===== src/rtl/pwm_pkg.sv =====
package pwm_pkg;
  localparam int DATA_W     = 8;
  localparam int NUM_PAIRS  = 4;
  localparam int NUM_CH     = 2 * NUM_PAIRS;
  localparam int ADDR_W     = 5;
  localparam int PRE_W      = 3;
  localparam int PRE_CNT_W  = (1 << PRE_W) - 1;
  localparam int SCL_CNT_W  = DATA_W + 2;
  localparam int NUM_FAM    = 2;

  localparam logic [ADDR_W-1:0] A_EN      = 5'd0;
  localparam logic [ADDR_W-1:0] A_INV     = 5'd1;
  localparam logic [ADDR_W-1:0] A_SEL     = 5'd2;
  localparam logic [ADDR_W-1:0] A_JOIN    = 5'd3;
  localparam logic [ADDR_W-1:0] A_PRE     = 5'd4;
  localparam logic [ADDR_W-1:0] A_SCALE_A = 5'd5;
  localparam logic [ADDR_W-1:0] A_SCALE_B = 5'd6;

  typedef struct packed {
    logic tickA;
    logic tickSA;
    logic tickB;
    logic tickSB;
  } clkStrobes_t;
endpackage


===== src/rtl/pwm_pair.sv =====
module pwm_pair import pwm_pkg::*; (
  input  logic              clk,
  input  logic              rstN,
  input  logic              tickE,
  input  logic              tickO,
  input  logic              enE,
  input  logic              enO,
  input  logic              invE,
  input  logic              invO,
  input  logic              wide,
  input  logic [DATA_W-1:0] perE,
  input  logic [DATA_W-1:0] perO,
  input  logic [DATA_W-1:0] dutyE,
  input  logic [DATA_W-1:0] dutyO,
  output logic [DATA_W-1:0] cntE,
  output logic [DATA_W-1:0] cntO,
  output logic              outE,
  output logic              outO
);
  localparam int WIDE_W = 2 * DATA_W;

  logic [DATA_W-1:0] apE, apO, adE, adO;
  logic [WIDE_W-1:0] cnt16, per16, duty16;
  logic wrapE, wrapO, wrap16;

  assign cnt16  = {cntO, cntE};
  assign per16  = {apO, apE};
  assign duty16 = {adO, adE};

  assign wrapE  = (apE == '0) || (cntE >= apE - 1'b1);
  assign wrapO  = (apO == '0) || (cntO >= apO - 1'b1);
  assign wrap16 = (per16 == '0) || (cnt16 >= per16 - 1'b1);

  always_ff @(posedge clk or negedge rstN) begin
    if (!rstN) begin
      cntE <= '0; cntO <= '0;
      apE  <= '0; apO  <= '0;
      adE  <= '0; adO  <= '0;
    end else if (wide) begin
      if (!enO || (tickO && wrap16)) begin
        cntE <= '0; cntO <= '0;
        apE  <= perE; apO <= perO;
        adE  <= dutyE; adO <= dutyO;
      end else if (tickO) begin
        {cntO, cntE} <= cnt16 + 1'b1;
      end
    end else begin
      if (!enE || (tickE && wrapE)) begin
        cntE <= '0; apE <= perE; adE <= dutyE;
      end else if (tickE) begin
        cntE <= cntE + 1'b1;
      end
      if (!enO || (tickO && wrapO)) begin
        cntO <= '0; apO <= perO; adO <= dutyO;
      end else if (tickO) begin
        cntO <= cntO + 1'b1;
      end
    end
  end

  assign outE = wide ? 1'b0 : (invE ^ (enE && (cntE < adE)));
  assign outO = invO ^ (enO && (wide ? (cnt16 < duty16) : (cntO < adO)));

  // narrow counter never reaches its buffered period
  p_cnt_range_r2: assert property (@(posedge clk) disable iff (!rstN)
    (!wide) |-> ((apE == '0) ? (cntE == '0) : (cntE < apE)));

  // no clock enable, no movement
  p_hold_no_tick_r2: assert property (@(posedge clk) disable iff (!rstN)
    (!wide && enE && $past(!wide && enE && !tickE)) |-> $stable(cntE));

  // buffered values only change on the cycle the counter returns to 0
  p_buffer_hold_r6: assert property (@(posedge clk) disable iff (!rstN)
    (!wide && enE && cntE != '0) |-> ($stable(apE) && $stable(adE)));

  // zero duty keeps the pin at its inactive level
  p_duty_zero_r3: assert property (@(posedge clk) disable iff (!rstN)
    (!wide && adE == '0) |-> (outE == invE));

  // even pin quiet while joined
  p_even_quiet_r9: assert property (@(posedge clk) disable iff (!rstN)
    wide |-> !outE);
endmodule


===== src/rtl/pwm_ctrl.sv =====
module pwm_ctrl import pwm_pkg::*; (
  input  logic                         clk,
  input  logic                         rstN,
  input  logic                         wrEn,
  input  logic [ADDR_W-1:0]            addr,
  input  logic [DATA_W-1:0]            wrData,
  output logic [DATA_W-1:0]            rdData,
  input  logic [NUM_CH-1:0][DATA_W-1:0] chCnt,
  output logic [NUM_CH-1:0]            enVec,
  output logic [NUM_CH-1:0]            invVec,
  output logic [NUM_CH-1:0]            selVec,
  output logic [NUM_PAIRS-1:0]         joinVec,
  output logic [NUM_CH-1:0][DATA_W-1:0] perArr,
  output logic [NUM_CH-1:0][DATA_W-1:0] dutyArr,
  output clkStrobes_t                  strobes
);
  localparam logic [SCL_CNT_W-1:0] SCL_MAX = SCL_CNT_W'((2 ** (DATA_W + 1)) - 1);
  localparam int CH_IDX_W = $clog2(NUM_CH);

  logic [PRE_W-1:0]     preExp   [NUM_FAM];
  logic [DATA_W-1:0]    scaleReg [NUM_FAM];
  logic [PRE_CNT_W-1:0] preCnt;
  logic [NUM_FAM-1:0]   tickPlain, tickScaled;

  // register file
  always_ff @(posedge clk or negedge rstN) begin
    if (!rstN) begin
      enVec <= '0; invVec <= '0; selVec <= '0; joinVec <= '0;
      perArr <= '0; dutyArr <= '0;
      for (int f = 0; f < NUM_FAM; f++) begin
        preExp[f] <= '0;
        scaleReg[f] <= '0;
      end
    end else if (wrEn) begin
      case (addr)
        A_EN:      enVec   <= wrData;
        A_INV:     invVec  <= wrData;
        A_SEL:     selVec  <= wrData;
        A_JOIN:    joinVec <= wrData[NUM_PAIRS-1:0];
        A_PRE: begin
          preExp[0] <= wrData[PRE_W-1:0];
          preExp[1] <= wrData[PRE_W+3:4];
        end
        A_SCALE_A: scaleReg[0] <= wrData;
        A_SCALE_B: scaleReg[1] <= wrData;
        default: begin
          if (addr[ADDR_W-1:3] == 2'd1) perArr[addr[CH_IDX_W-1:0]]  <= wrData;
          if (addr[ADDR_W-1:3] == 2'd2) dutyArr[addr[CH_IDX_W-1:0]] <= wrData;
        end
      endcase
    end
  end

  // read mux
  always_comb begin
    rdData = '0;
    case (addr)
      A_EN:      rdData = enVec;
      A_INV:     rdData = invVec;
      A_SEL:     rdData = selVec;
      A_JOIN:    rdData = {{(DATA_W-NUM_PAIRS){1'b0}}, joinVec};
      A_PRE:     rdData = {1'b0, preExp[1], 1'b0, preExp[0]};
      A_SCALE_A: rdData = scaleReg[0];
      A_SCALE_B: rdData = scaleReg[1];
      default: begin
        case (addr[ADDR_W-1:3])
          2'd1:    rdData = perArr[addr[CH_IDX_W-1:0]];
          2'd2:    rdData = dutyArr[addr[CH_IDX_W-1:0]];
          2'd3:    rdData = chCnt[addr[CH_IDX_W-1:0]];
          default: rdData = '0;
        endcase
      end
    endcase
  end

  // shared prescale counter
  always_ff @(posedge clk or negedge rstN) begin
    if (!rstN) preCnt <= '0;
    else       preCnt <= preCnt + 1'b1;
  end

  // one plain and one scaled enable per family
  for (genvar f = 0; f < NUM_FAM; f++) begin : g_fam
    logic [PRE_CNT_W-1:0] mask;
    logic [SCL_CNT_W-1:0] limit;
    logic [SCL_CNT_W-1:0] sclCnt;

    assign mask  = ~({PRE_CNT_W{1'b1}} << preExp[f]);
    assign limit = (scaleReg[f] == '0) ? SCL_MAX
                 : ({1'b0, scaleReg[f], 1'b0} - 1'b1);
    assign tickPlain[f]  = ((preCnt & mask) == mask);
    assign tickScaled[f] = tickPlain[f] && (sclCnt >= limit);

    always_ff @(posedge clk or negedge rstN) begin
      if (!rstN)              sclCnt <= '0;
      else if (tickScaled[f]) sclCnt <= '0;
      else if (tickPlain[f])  sclCnt <= sclCnt + 1'b1;
    end
  end

  assign strobes.tickA  = tickPlain[0];
  assign strobes.tickSA = tickScaled[0];
  assign strobes.tickB  = tickPlain[1];
  assign strobes.tickSB = tickScaled[1];

  // a write to the family-A scale register lands on the next cycle
  p_write_lands_r10: assert property (@(posedge clk) disable iff (!rstN)
    (wrEn && addr == A_SCALE_A) |=> (scaleReg[0] == $past(wrData)));
endmodule


===== src/rtl/pwm_datapath.sv =====
module pwm_datapath import pwm_pkg::*; (
  input  logic                          clk,
  input  logic                          rstN,
  input  clkStrobes_t                   strobes,
  input  logic [NUM_CH-1:0]             enVec,
  input  logic [NUM_CH-1:0]             invVec,
  input  logic [NUM_CH-1:0]             selVec,
  input  logic [NUM_PAIRS-1:0]          joinVec,
  input  logic [NUM_CH-1:0][DATA_W-1:0] perArr,
  input  logic [NUM_CH-1:0][DATA_W-1:0] dutyArr,
  output logic [NUM_CH-1:0][DATA_W-1:0] chCnt,
  output logic [NUM_CH-1:0]             pwmOut
);
  logic [NUM_CH-1:0] chTick;

  for (genvar c = 0; c < NUM_CH; c++) begin : g_tick
    localparam bit FAM_B = ((c >> 1) & 1) == 1;
    if (FAM_B) begin : g_b
      assign chTick[c] = selVec[c] ? strobes.tickSB : strobes.tickB;
    end else begin : g_a
      assign chTick[c] = selVec[c] ? strobes.tickSA : strobes.tickA;
    end
  end

  for (genvar k = 0; k < NUM_PAIRS; k++) begin : g_pair
    pwm_pair u_pair (
      .clk   (clk),
      .rstN  (rstN),
      .tickE (chTick[2*k]),
      .tickO (chTick[2*k+1]),
      .enE   (enVec[2*k]),
      .enO   (enVec[2*k+1]),
      .invE  (invVec[2*k]),
      .invO  (invVec[2*k+1]),
      .wide  (joinVec[k]),
      .perE  (perArr[2*k]),
      .perO  (perArr[2*k+1]),
      .dutyE (dutyArr[2*k]),
      .dutyO (dutyArr[2*k+1]),
      .cntE  (chCnt[2*k]),
      .cntO  (chCnt[2*k+1]),
      .outE  (pwmOut[2*k]),
      .outO  (pwmOut[2*k+1])
    );
  end
endmodule


===== src/rtl/pwm_multi.sv =====
module pwm_multi import pwm_pkg::*; (
  input  logic              clk,
  input  logic              rstN,
  input  logic              wrEn,
  input  logic [ADDR_W-1:0] addr,
  input  logic [DATA_W-1:0] wrData,
  output logic [DATA_W-1:0] rdData,
  output logic [NUM_CH-1:0] pwmOut
);
  clkStrobes_t                   strobes;
  logic [NUM_CH-1:0]             enVec, invVec, selVec;
  logic [NUM_PAIRS-1:0]          joinVec;
  logic [NUM_CH-1:0][DATA_W-1:0] perArr, dutyArr, chCnt;

  pwm_ctrl u_ctrl (
    .clk(clk), .rstN(rstN), .wrEn(wrEn), .addr(addr), .wrData(wrData),
    .rdData(rdData), .chCnt(chCnt), .enVec(enVec), .invVec(invVec),
    .selVec(selVec), .joinVec(joinVec), .perArr(perArr), .dutyArr(dutyArr),
    .strobes(strobes)
  );

  pwm_datapath u_dp (
    .clk(clk), .rstN(rstN), .strobes(strobes), .enVec(enVec), .invVec(invVec),
    .selVec(selVec), .joinVec(joinVec), .perArr(perArr), .dutyArr(dutyArr),
    .chCnt(chCnt), .pwmOut(pwmOut)
  );
endmodule


===== config.mk =====
export PLATFORM = sky130hd
export DESIGN_NAME = pwm_multi
export DESIGN_NICKNAME = d
export VERILOG_FILES = /design/src/rtl/pwm_pkg.sv /design/src/rtl/pwm_pair.sv /design/src/rtl/pwm_ctrl.sv /design/src/rtl/pwm_datapath.sv /design/src/rtl/pwm_multi.sv
export SDC_FILE = /design/constraint.sdc
export NUM_CORES = 1
export LEC_CHECK = 0
export ABC_AREA = 0
export CAP_MARGIN = 0
export CORE_MARGIN = 4
export CORE_UTILIZATION = 34
export DETAILED_ROUTE_END_ITERATION = 10
export DONT_BUFFER_PORTS = 1
export SETUP_SLACK_MARGIN = 0.4
export SLEW_MARGIN = 10
export SYNTH_ARGS = -nofsm -noshare
export SYNTH_HDL_FRONTEND = slang
export SYNTH_SLANG_ARGS = --single-unit

===== constraint.sdc =====
create_clock -name clk -period 7.27 [get_ports clk]
set_input_delay 2.181 -clock clk [delete_from_list [all_inputs] [get_ports clk]]
set_output_delay 2.181 -clock clk [all_outputs]
set_load 0.005 [all_outputs]

Yosys cells after proc, flatten, opt, wreduce, memory -nomap -nowiden. Cells that the tools add are included.

Bits in registers: 397. Output and inout port bits: 16.

$add $sub $neg: 29. $lt $le $gt $ge: 28. Equal/unequal tests: 19. Shift-type cells: 2. Mux-type cells: 122. Bitwise logic cells: 13. Reduce and logical (&&, ||, !) cells: 114.

Operators by type and width (count): 8-bit two-way mux (92); 64-bit bitwise mux (2); 8-bit zero test (10); 8-bit binary-select mux with 3-bit select (3); 16-bit by 1-bit adder with 16-bit output, second input constant (4); 8-bit by 1-bit adder with 8-bit output, second input constant (8); 16-bit >= comparator (4); 8-bit >= comparator (8); 16-bit zero test (4); 16-bit < comparator (4); 8-bit < comparator (8); 16-bit by 1-bit subtractor with 16-bit output, second input constant (4); 8-bit by 1-bit subtractor with 8-bit output, second input constant (8); 10-bit two-way mux (6); 8-bit one-hot mux with 7 select lines (1); 2-bit AND reduction (23); 8-bit demux with 3-bit select (1); 1-bit logical OR (24); 8-bit one-hot mux with 3 select lines (1); 3-bit nonzero test (8); 1-bit logical AND (23); 10-bit by 1-bit adder with 10-bit output, second input constant (2); 10-bit >= comparator (2); 2-bit nonzero test (10); 22 further kinds (67).

Longest topological paths before layout.
Depth in word-level cells: 10. Gate-level depth with buffers: 18. Depth with buffers taken out: 16.

Cells and area by module. Synthesis repeated with hierarchy kept, for this count alone.

Cell total of the unflattened synthesis: 2234. Area total of the unflattened synthesis: 25162.9 µm².

By module, submodules not included: pwm_ctrl (instances 1, cells each 839, area an instance 10926.7 µm²); pwm_pair at u_dp.g_pair[0].u_pair ... (instances 2, cells each 349, area an instance 3599.7 µm²); pwm_pair at u_dp.g_pair[3].u_pair (instances 1, cells each 348, area an instance 3479.6 µm²); pwm_pair at u_dp.g_pair[1].u_pair (instances 1, cells each 341, area an instance 3467.1 µm²); pwm_datapath (instances 1, cells each 8, area an instance 90.1 µm²).

Worst setup path before layout. No wires, ideal clock.

Path type: input port to output port. Start point: input addr[0]. End point: output rdData[0]. Data arrival time: 3982 ps. Data required time: 5089 ps. Setup slack: 1107 ps. Cell stages on the path: 6. Path through: buf_2 > buf_2 > mux4_2 > mux4_2 > a21oi_1 > nand4_1.

Word-level cells in the longest chain between the ends: 4. Elaborated cells between the ends (all ways): 15. Those cells by class: eq/ne (6); mux (8); reduce/logical (1).

Ends and longest elaborated chain: from (decl) (line pwm_multi.sv:5) `input logic [ADDR_W-1:0] addr,`; 8-bit binary-select mux with 3-bit select (on tied branches) (line pwm_ctrl.sv:69, pwm_ctrl.sv:67, pwm_ctrl.sv:68); 8-bit two-way mux (on tied branches) (line pwm_ctrl.sv:69, pwm_ctrl.sv:67, pwm_ctrl.sv:68); 8-bit one-hot mux with 3 select lines (line pwm_ctrl.sv:66) `case (addr[ADDR_W-1:3])`; 8-bit one-hot mux with 7 select lines (*) (line pwm_ctrl.sv:57) `case (addr)`; to (decl) (line pwm_multi.sv:7) `output logic [DATA_W-1:0] rdData,`.

Mark *: on every way between the ends. The rest lies on a longest branch, timed or not. The select of a mux whose other input is x is not followed.

Final worst setup path.
Start point: input addr[2]. End point: output rdData[4].

Same word-level chain as after synthesis.

==> qor.yml <==
worst_setup_path:
  critPathCaptureType: "output port"
  critPathKind: "primary input to output port"
  r2r_slack_ns: 2.58
  r2r_cells: 14
  startpoint: "addr[2]"
  cp-endpoint: "rdData[4]"
  cp_max_fo: 22
  cp-start-kind: "primary input"
  crit_arrival_ns: 3.87
  required_ns: 5.09
  r2r_start: "u_dp.g_pair[2].u_pair.apE[3]$_DFFE_PN0P_"
  r2r_end: "u_dp.g_pair[2].u_pair.adE[2]$_DFFE_PN0P_"
logic_synthesis:
  synthArstFlopShare_pct: 100
  yosysUniqueCellTypes: 82
  synth-seq-cells: 397
  synth_warnings: 0
  synth.cell_area_um2: 24400
  avgSynthCellArea_um2: 10.8
  synth_top_area_share_pct: 40.7
  yosysSeqAreaShare_pct: 40.7
  ys.flop_type: "dfrtp_1"
  synthTopCellsByArea: "dfrtp_1 (41%), mux2_2 (11%), ha_1 (10%)"
  synth-edff-count: 0
  yosys.area.top_type: "dfrtp_1"
  syn_inst: 2264
pwr:
  powerDensity_nw_per_um2: 355
  seqPwrFrac_pct: 37.8
  p_leak_uw: 0.0119
  sw_frac_of_total_pct: 38.2
  vdd_drop_max_mv: 0.182
  power.total_uw: 9540
  p_int_uw: 5890
  comb_power_share_pct: 36.7
  pwr-share-clk_pct: 25.4
  switchingPower_uw: 3650
timing:
  min_period_ns: 6.05
  setup_viol: 0
  setup_tns_ns: 0
  min_period_over_period_pct: 83.2
  final_hold_viol_count: 0
  max_freq_mhz: 165
  slew-limit-headroom_pct: 29.9
  worst_pin_slew_ns: 1.05
  final_max_slew_viol_count: 0
  rsz0062_at_grt: "false"
  skew_ns: 0.0127
clock_network:
  numCtsBuffers: 47
  clock_latency_ns: 0.59
  cts_max_path_buffers: 3
  h-tree-depth: 2
  clock_sinks: 397
  hold_buffers: 0
  cts_resized: 0
  cts_tree: "yes"
  cts_root_buffer: "clkbuf_16"
  path_clk_slew_ns: 0.05
  cts_setup_buffers: 0
global_route:
  grtUsageTotal_pct: 19.7
  grt.overflow.total: 0
  grt_pass1_wl_mm: 114
  antenna_found_initial: 1
  grt_start_max_net_pins: 398
  grt_pass1_vias: 17900
detailed_routing:
  first_iter_violations: 1470
  drc_errors: 0
  dr.pass1.iters: 5
  viasPerCell: 5.67
  routedWlPerCell_um: 23.3
  ant_nets: 0
  vias: 18200
  wl_mm: 75.1
min_path:
  hold_path_class: "flop to flop"
  hp-start: "u_ctrl.preCnt[3]$_DFF_PN0_"
final_layout:
  layout.nets: 2457
  syn_to_final_growth_pct: 10.1
  fillers: 6746
  multi_input_area_um2: 13600
  drive_gt1_share_pct: 18.7
  seqCellArea_um2: 9930
die:
  initial_utilization_pct: 34.6
  die_area_um2: 76100
  die_h_um: 276
  rows: 97
  design.core.area_um2: 70500
  die_x_um: 276
  io_pins: 32
placement:
  dp.final_hpwl_mm: 55.8
  portBuffers: 0
  gp_congestion: 0.967
flow_run:
  drv_cap: 0
outcome:
  status: "finished, final reports clean"
## power groups by stage
stage	Combinational, uW	Clock, uW	Sequential (uW)
floorplan	2850	0	3220
detailed placement	3470	0	3630
global placement	3310	0	3620
CTS	3500	2470	3590
global route	3970	2550	3670
finish	3500	2430	3610
## layout make-up
class	instances	area share, %
timing repair buffer	11	0.307
antenna	2	0.0186
sequential	397	37.0
multi-input combinational	1668	50.8
inverter	117	1.64
clock buffer	63	5.06
clock inverter	20	0.839
tap	940	4.38
## through the flow
stage	worst slack, ns	utilization [%]	instances	cell area [um2]	hold WS, ns
after floorplan	1.11	-	2265	24400	0.458
after global placement	1.32	35.8	3133	25300	0.480
after detailed placement	1.26	35.8	3133	25300	0.480
after CTS	1.26	38.1	3216	26900	0.492
after global routing	1.15	38.1	3216	26900	0.512
final	1.22	38.1	3218	26900	0.496
## routing by layer
metal | vias to the layer above | share of wire (%) | global-route usage (%)
met5 | - | 0.017 | 0
met1 | 9246 | 44 | 27.0
met3 | 139 | 7.7 | 4.35
met2 | 618 | 44 | 30.4
li1 | 8235 | - | -
met4 | 2 | 4.1 | 7.96
## kinds of logic after synthesis
group / Yosys count / share of synthesized area, %
adder cells (fa/ha/maj): 199 / 10.2
AO/OA/AOI/OAI: 400 / 10.5
XOR/XNOR: 125 / 4.49
flip-flops: 397 / 40.7
multiplexers: 337 / 18.3
other: 1 / 0.0154
buffers and inverters: 200 / 3.43
AND/OR/NAND/NOR: 605 / 12.3
## layout by cell type (no fill, tap or decap), types with 12 or more instances in the layout
cell type	synthesis	layout
a211oi_1	14	13
a21o_1	15	15
a21oi_1	90	90
and2_1	21	21
and3_1	19	19
clkbuf_16	0	49
dfrtp_1	397	397
ha_1	199	199
inv_1	117	117
mux2_1	12	12
mux2_2	244	244
mux2_4	12	12
mux2i_1	13	13
mux4_2	56	56
nand2_1	192	192
nand2b_1	29	29
nand3_1	69	69
nand4_1	33	33
nor2_1	107	107
nor2b_1	19	19
nor3_1	36	35
nor3b_1	17	16
o21a_1	14	14
o21ai_0	131	131
or3_1	20	20
xnor2_1	55	55
xor2_1	70	70
## state kept, by name, indices dropped and copies added, names as in the netlist, 16 cells and up
signal                   flops
u_dp.g_pair.u_pair.cntE     32
u_ctrl.scaleReg             16
u_dp.g_pair.u_pair.apE      32
u_dp.g_pair.u_pair.adO      32
u_dp.g_pair.u_pair.apO      32
u_dp.g_pair.u_pair.adE      32
u_dp.g_pair.u_pair.cntO     32
u_ctrl.dutyArr              64
u_ctrl.g_fam.sclCnt         20
u_ctrl.perArr               64
## critical path: stages
cell	delay (ns)
or3_1	0.43
nor2_1	0.60
a22o_1	0.23
a221o_1	0.10
a221oi_1	0.05
o211ai_1	0.26
## worst min path at each step
stage / cells past startpoint / slack [ns] / to
final: 1 / 0.50 / u_ctrl.preCnt[3]$_DFF_PN0_
after global placement: 1 / 0.48 / u_ctrl.preCnt[5]$_DFF_PN0_
after floorplan: 1 / 0.46 / u_ctrl.preCnt[5]$_DFF_PN0_
after global routing: 1 / 0.51 / u_dp.g_pair[2].u_pair.adE[0]$_DFFE_PN0P_
after detailed placement: 1 / 0.48 / u_ctrl.preCnt[5]$_DFF_PN0_
after CTS: 1 / 0.49 / u_ctrl.preCnt[5]$_DFF_PN0_
## cells in the mapped netlist, types with 21 or more instances
cell type,n
nand4_1,33
a21oi_1,90
dfrtp_1,397
and2_1,21
xnor2_1,55
mux2_2,244
nor3_1,36
nand2b_1,29
inv_1,117
xor2_1,70
clkbuf_1,46
nand2_1,192
mux4_2,56
o21ai_0,131
nand3_1,69
nor2_1,107
ha_1,199
Note: power is estimated with default switching activity, not from simulation.
